--- config.mk ---
export PLATFORM = sky130hd
export DESIGN_NAME = gpio_irq_bank
export DESIGN_NICKNAME = d
export VERILOG_FILES = /design/src/rtl/gpio_irq_pkg.sv /design/src/rtl/gpio_irq_regs.sv /design/src/rtl/gpio_irq_sync.sv /design/src/rtl/gpio_irq_detect.sv /design/src/rtl/gpio_irq_bank.sv
export SDC_FILE = /design/constraint.sdc
export NUM_CORES = 1
export LEC_CHECK = 0
export BUFFER_PORTS_ARGS = -buffer_cell sky130_fd_sc_hd__buf_4
export CAP_MARGIN = 20
export CORE_AREA = 4 4 283 229
export CTS_BUF_LIST = sky130_fd_sc_hd__clkbuf_8
export CTS_CLUSTER_DIAMETER = 60
export DETAILED_ROUTE_END_ITERATION = 7
export DIE_AREA = 0 0 287 233
export GPL_ROUTABILITY_DRIVEN = 0
export PLACE_DENSITY_LB_ADDON = 0.12
export SLEW_MARGIN = 20
export SYNTH_ARGS = -nofsm -noshare
export SYNTH_HDL_FRONTEND = slang
export SYNTH_SLANG_ARGS = --single-unit
--- constraint.sdc ---
create_clock -name clk -period 3.1 [get_ports clk]
set_input_delay 0.93 -clock clk [delete_from_list [all_inputs] [get_ports clk]]
set_output_delay 0.93 -clock clk [all_outputs]
set_load 0.005 [all_outputs]
--- src/rtl/gpio_irq_pkg.sv ---
// Shared constants for the GPIO bank: register group numbers and write aliases.
// Assumes byte addresses with 16-byte groups and the alias selected by address bits [3:2].
package gpio_irq_pkg;

    typedef enum logic [1:0] {
        ALIAS_PLAIN = 2'd0,
        ALIAS_SET   = 2'd1,
        ALIAS_CLR   = 2'd2,
        ALIAS_TOG   = 2'd3
    } alias_e;

    // writable configuration groups, numbered from zero so they can index an array
    localparam int unsigned G_DIR   = 0;
    localparam int unsigned G_DOUT  = 1;
    localparam int unsigned G_EN    = 2;
    localparam int unsigned G_MASK  = 3;
    localparam int unsigned G_TYPE  = 4;
    localparam int unsigned G_POL   = 5;
    localparam int unsigned G_BOTH  = 6;
    localparam int unsigned NUM_CFG = 7;

    // special groups
    localparam int unsigned G_CLR   = 7;
    localparam int unsigned G_DIN   = 8;
    localparam int unsigned G_RAW   = 9;
    localparam int unsigned G_MSK   = 10;

endpackage

--- src/rtl/gpio_irq_regs.sv ---
// Configuration register file with plain, set, clear and toggle write aliases.
// Also produces a one-cycle edge-clear vector when the clear group is written.
// Assumes wr_en is a single-cycle strobe qualified by the bus select.
module gpio_irq_regs
    import gpio_irq_pkg::*;
#(
    parameter int unsigned NPINS  = 32,
    parameter int unsigned ADDR_W = 8
) (
    input  logic                             clk,
    input  logic                             rst_n,
    input  logic                             wr_en,
    input  logic [ADDR_W-1:0]                addr,
    input  logic [NPINS-1:0]                 wdata,
    output logic [NUM_CFG-1:0][NPINS-1:0]    cfg_q,
    output logic [NPINS-1:0]                 clr_vec
);

    localparam int unsigned GRP_W = ADDR_W - 4;

    logic [GRP_W-1:0] grp;
    alias_e           alias_sel;
    logic             unused_lo;

    // split the byte address into group, alias and the ignored byte lane bits
    always_comb begin
        grp       = addr[ADDR_W-1:4];
        alias_sel = alias_e'(addr[3:2]);
        unused_lo = ^addr[1:0];
    end

    // apply one aliased write to the current register value
    function automatic logic [NPINS-1:0] alias_apply(
        input logic [NPINS-1:0] cur,
        input logic [NPINS-1:0] wd,
        input alias_e           a
    );
        case (a)
            ALIAS_SET: return cur | wd;
            ALIAS_CLR: return cur & ~wd;
            ALIAS_TOG: return cur ^ wd;
            default:   return wd;
        endcase
    endfunction

    genvar g;
    generate
        for (g = 0; g < NUM_CFG; g++) begin : g_cfg
            localparam logic [NPINS-1:0] RST_VAL = (g == G_MASK) ? '1 : '0;

            // hold one configuration group, updated by writes to any of its aliases
            always_ff @(posedge clk) begin
                if (!rst_n) begin
                    cfg_q[g] <= RST_VAL;
                end else if (wr_en && (grp == GRP_W'(g))) begin
                    cfg_q[g] <= alias_apply(cfg_q[g], wdata, alias_sel);
                end
            end
        end
    endgenerate

    // a write of ones to the clear group, at any alias, pulses the clear vector
    always_comb begin
        clr_vec = (wr_en && (grp == GRP_W'(G_CLR))) ? wdata : '0;
    end

endmodule

--- src/rtl/gpio_irq_sync.sv ---
// Multi-flop synchronizer for asynchronous pin inputs.
// Assumes each bit is an independent level; no multi-bit coherency is implied.
module gpio_irq_sync #(
    parameter int unsigned WIDTH  = 32,
    parameter int unsigned STAGES = 2
) (
    input  logic             clk,
    input  logic             rst_n,
    input  logic [WIDTH-1:0] d,
    output logic [WIDTH-1:0] q
);

    logic [STAGES-1:0][WIDTH-1:0] stage_q;

    // shift the pin levels through the synchronizer chain
    always_ff @(posedge clk) begin
        if (!rst_n) begin
            stage_q <= '0;
        end else begin
            stage_q[0] <= d;
            for (int s = 1; s < STAGES; s++) begin
                stage_q[s] <= stage_q[s-1];
            end
        end
    end

    always_comb q = stage_q[STAGES-1];

endmodule

--- src/rtl/gpio_irq_detect.sv ---
// Interrupt detector for one pin: level or edge, polarity, both-edge, sticky edge latch.
// Assumes din is already synchronized to clk. A new edge beats a same-cycle clear.
module gpio_irq_detect (
    input  logic clk,
    input  logic rst_n,
    input  logic din,
    input  logic en,
    input  logic edge_mode,
    input  logic pol_high,
    input  logic both,
    input  logic clr,
    output logic raw,
    output logic edge_q
);

    logic prev_q;
    logic rise;
    logic fall;
    logic hit;

    // remember the previous synchronized level for edge comparison
    always_ff @(posedge clk) begin
        if (!rst_n) prev_q <= 1'b0;
        else        prev_q <= din;
    end

    // decide whether this cycle carries a qualifying edge
    always_comb begin
        rise = din & ~prev_q;
        fall = ~din & prev_q;
        if (both) hit = rise | fall;
        else      hit = pol_high ? rise : fall;
        hit = hit & edge_mode & en;
    end

    // latch edges until cleared; a new hit wins over a clear
    always_ff @(posedge clk) begin
        if (!rst_n) edge_q <= 1'b0;
        else        edge_q <= hit | (edge_q & ~clr);
    end

    // raw status: the latch in edge mode, the live level in level mode
    always_comb begin
        raw = en & (edge_mode ? edge_q : (din == pol_high));
    end

endmodule

--- src/rtl/gpio_irq_bank.sv ---
// GPIO bank top: register bus, pad outputs, input synchronizer, per-pin
// interrupt detectors, status read-back and the combined interrupt.
// Assumes one bus access per cycle; read data is registered and valid one cycle later.
module gpio_irq_bank
    import gpio_irq_pkg::*;
#(
    parameter int unsigned NPINS       = 32,
    parameter int unsigned ADDR_W      = 8,
    parameter int unsigned SYNC_STAGES = 2
) (
    input  logic              clk,
    input  logic              rst_n,
    input  logic              bus_sel,
    input  logic              bus_wr,
    input  logic [ADDR_W-1:0] bus_addr,
    input  logic [NPINS-1:0]  bus_wdata,
    output logic [NPINS-1:0]  bus_rdata,
    input  logic [NPINS-1:0]  pin_in,
    output logic [NPINS-1:0]  pin_out,
    output logic [NPINS-1:0]  pin_oe,
    output logic              irq_out
);

    localparam int unsigned GRP_W = ADDR_W - 4;

    logic [NUM_CFG-1:0][NPINS-1:0] cfg_q;
    logic [NPINS-1:0] clr_vec;
    logic [NPINS-1:0] din_sync;
    logic [NPINS-1:0] raw_stat;
    logic [NPINS-1:0] edge_stat;
    logic [NPINS-1:0] masked_stat;
    logic [NPINS-1:0] cfg_en;
    logic [NPINS-1:0] cfg_mask;
    logic [NPINS-1:0] rd_mux;
    logic [GRP_W-1:0] rd_grp;

    gpio_irq_regs #(.NPINS(NPINS), .ADDR_W(ADDR_W)) regs_i (
        .clk     (clk),
        .rst_n   (rst_n),
        .wr_en   (bus_sel & bus_wr),
        .addr    (bus_addr),
        .wdata   (bus_wdata),
        .cfg_q   (cfg_q),
        .clr_vec (clr_vec)
    );

    gpio_irq_sync #(.WIDTH(NPINS), .STAGES(SYNC_STAGES)) sync_i (
        .clk   (clk),
        .rst_n (rst_n),
        .d     (pin_in),
        .q     (din_sync)
    );

    genvar p;
    generate
        for (p = 0; p < NPINS; p++) begin : g_pin
            gpio_irq_detect det_i (
                .clk       (clk),
                .rst_n     (rst_n),
                .din       (din_sync[p]),
                .en        (cfg_q[G_EN][p]),
                .edge_mode (cfg_q[G_TYPE][p]),
                .pol_high  (cfg_q[G_POL][p]),
                .both      (cfg_q[G_BOTH][p]),
                .clr       (clr_vec[p]),
                .raw       (raw_stat[p]),
                .edge_q    (edge_stat[p])
            );
        end
    endgenerate

    // drive pads and combine interrupt status
    always_comb begin
        pin_oe      = cfg_q[G_DIR];
        pin_out     = cfg_q[G_DOUT];
        cfg_en      = cfg_q[G_EN];
        cfg_mask    = cfg_q[G_MASK];
        masked_stat = raw_stat & ~cfg_mask;
        irq_out     = |masked_stat;
    end

    // select the read word by group; all four aliases read the same value
    always_comb begin
        rd_grp = bus_addr[ADDR_W-1:4];
        rd_mux = '0;
        if (rd_grp < GRP_W'(NUM_CFG)) begin
            rd_mux = cfg_q[rd_grp[$clog2(NUM_CFG)-1:0]];
        end else if (rd_grp == GRP_W'(G_DIN)) begin
            rd_mux = din_sync;
        end else if (rd_grp == GRP_W'(G_RAW)) begin
            rd_mux = raw_stat;
        end else if (rd_grp == GRP_W'(G_MSK)) begin
            rd_mux = masked_stat;
        end
    end

    // register read data on a read access
    always_ff @(posedge clk) begin
        if (!rst_n)                  bus_rdata <= '0;
        else if (bus_sel && !bus_wr) bus_rdata <= rd_mux;
    end

endmodule

==> impl_metrics.tcl <==
set metrics [dict create \
    status "finished, violations left" \
    violations "setup timing" \
    cts.clk_slew.worst_paths_ns 0.06 \
    crit_chain "xor2_1 -> nor4_1 -> nor4_1 -> nand3_1 -> or4_4 -> buf_6" \
    cts_tree "built" \
    synth_warnings 0 \
    std_cell_rows 82 \
    vdd_drop_max_mv 0.216 \
    cpMostUsedCell "nor4_1" \
    cts.sinks 384 \
    dp.cells 4732 \
    setup_viol 1 \
    drive_gt1_share_pct 14.1 \
    syn-num-nets 4468 \
    p_clk_share_pct 43.5 \
    startpoint_type "flop" \
    fillCellCount 5859 \
    p_int_mw 8.89 \
    sequentialPowerShare_pct 40.8 \
    h-tree-depth 3 \
    grt_max_degree 95 \
    final_cell_mix "512 x ha_1, 511 x nand2_1, 358 x a21oi_1" \
    slowest_delay_ns 0.59 \
    crit_buf_inv 1 \
    netlist_area_um2 30800 \
    min_path_type "reg -> reg" \
    power_density_nw_per_um2 358 \
    switching_share_pct 29.8 \
    wire_per_inst_um 19.8 \
    grt_pass1_wl_um 150000 \
    syn_area_per_cell_um2 7.93 \
    grt_util_all_layers_pct 28.2 \
    skew_ns 0.0173 \
    fin_util_pct 56.8 \
    fin_crit_ns 3.48 \
    core_area_um2 62200 \
    first_pass_iters 6 \
    cts_buffers 72 \
    synth-main-ff-cell "dfxtp_1" \
    crit_path_max_fanout 2 \
    antenna_found_initial 4 \
    multi_input_area_um2 20500 \
    ys_async_sr_fraction_pct 0 \
    power_switching_mw 3.77 \
    ys_seq_elements 384 \
    seqCellArea_um2 7730 \
    root_buffer "clkbuf_8" \
    port-buffer-count 170 \
    post-route-period-util_pct 112 \
    area_growth_pct 14.8 \
    fp.dieW_um 287 \
    synth_top_area_share_pct 25.0 \
    synth_enable_flop_cells 0 \
    start_util_pct 49.5 \
    synth_cell_types 46 \
    synth_top_area_cell "dfxtp_1" \
    p_leak_nw 17.5 \
    grt_pass1_vias 25600 \
    max_freq_mhz 287 \
    p_comb_share_pct 15.8 \
    layout_commonest_cell "ha_1" \
    setup.worst_path.class "reg -> out" \
    pre_cts_ws_ns -0.0381 \
    worst_pin_slew_ns 0.965 \
    timing.final.ws_setup_ns -0.383 \
    clockBufferDepth 3 \
    dieHeight_um 233 \
    vias_per_cell 5.74 \
    endpoint_kind "output port" \
    drv_cap 0 \
    io_pins 173 \
    grt-ovfl-total 0 \
    critPathRequiredTime_ns 2.17 \
    rsz0062_at_grt "yes" \
    design_area_um2 35300 \
    drc 0 \
    drt-initial-drc-count 2318 \
    maxSlewViolCount 0 \
    die_area_um2 66900 \
    stdcell_count 4866 \
    num_vias 27900 \
    clock_latency_ns 0.66 \
    finalHoldViolCount 0 \
    whs_ns 0.431 \
    ant_nets 0 \
    final_nets 4561 \
    crit_family "simple AND/OR/NAND/NOR gates" \
    drt-total-wl_um 96500 \
    syn-instance-count 3880 \
    arrival_ns 2.55 \
    relSlewSlack_pct 35.1 \
    synth_seq_area_share_pct 25.0 \
    slowest_stage "or4_4" \
    yosys-top-cells-area "dfxtp_1 25%, ha_1 21%, o211a_1 6.2%, nand2_1 6.2%, o211ai_1 5.9%" \
    dp_hpwl_um 62400 \
    placed_area_um2 33400 \
]
[registers in the layout, summed over array words and instances (netlist names)]
register,cells
bus_rdata,32
g_pin.det_i.edge_q,32
g_pin.det_i.prev_q,32
regs_i.cfg_q,224
sync_i.q,32
sync_i.stage_q,32
[cells by family after synthesis]
logic type	Yosys count	share of synthesized area [%]
AO/OA/AOI/OAI	1261	27.0
multiplexers	64	2.08
buffers and inverters	682	9.51
XOR/XNOR	32	0.910
adder cells (fa/ha/maj)	512	20.8
AND/OR/NAND/NOR	945	14.7
flip-flops	384	25.0
[final timing paths]
kind	endpoint	slack, ns	cells after the start	start
worst min register to register	sync_i.q[29]$_SDFF_PN0_	0.43	1	sync_i.stage_q[29]$_SDFF_PN0_
worst max register to register	g_pin[11].det_i.edge_q$_SDFF_PN0_	1.54	9	sync_i.q[11]$_SDFF_PN0_
worst min-delay path	sync_i.q[29]$_SDFF_PN0_	0.43	1	sync_i.stage_q[29]$_SDFF_PN0_
worst max-delay path	irq_out	-0.38	6	sync_i.q[29]$_SDFF_PN0_
[cells in the mapped netlist (68+ instances only)]
| cell type | count |
|---|---|
| o211a_1 | 192 |
| ha_1 | 512 |
| nor2b_1 | 114 |
| and2_1 | 96 |
| buf_4 | 68 |
| a21oi_1 | 358 |
| nand2_1 | 511 |
| dfxtp_1 | 384 |
| clkbuf_1 | 229 |
| inv_1 | 320 |
| o211ai_1 | 240 |
| o21ai_0 | 310 |
[routing by layer]
metal,wire (µm),up-vias,GRT usage [%]
met5,23,-,0
met4,3030,4,8.73
met3,6990,186,5.19
met2,41100,865,43.6
met1,45400,13100,39.9
li1,-,13800,-
[what timing repair did]
action                                  in CTS  in global routing
setup buffers                                6                  2
endpoints found under the setup margin       1                  1
resized for setup                           52                 24
pin swaps                                   16                 13
gates cloned                                 0                  0
hold buffers                                 0                  0
[cell type report]
type	count	share of cell area, %
sequential	384	21.9
clock buffer	90	3.51
timing repair buffer	380	9.39
multi-input combinational	2814	58.0
inverter	321	3.41
antenna	2	0.0142
tap	840	2.97
clock inverter	35	0.836
[through the flow]
| stage | total power, mW | setup TNS (ns) |
|---|---|---|
| floorplan | 6.49 | 0 |
| CTS | 12.8 | -0.408 |
| global route | 13.2 | -0.538 |
| global placement | 7.20 | -0.0229 |
| detailed placement | 7.22 | -0.0381 |
| finish | 12.7 | -0.383 |
[power by group through the flow]
stage	combinational [mW]	clock [mW]	sequential, mW
2_1_floorplan	1.26	0	5.24
3_3_place_gp	1.93	0	5.26
3_5_place_dp	1.96	0	5.26
4_1_cts	1.98	5.61	5.16
5_1_grt	2.25	5.82	5.17
6_report	2.00	5.50	5.16
Power figures use the tool's default switching activity.
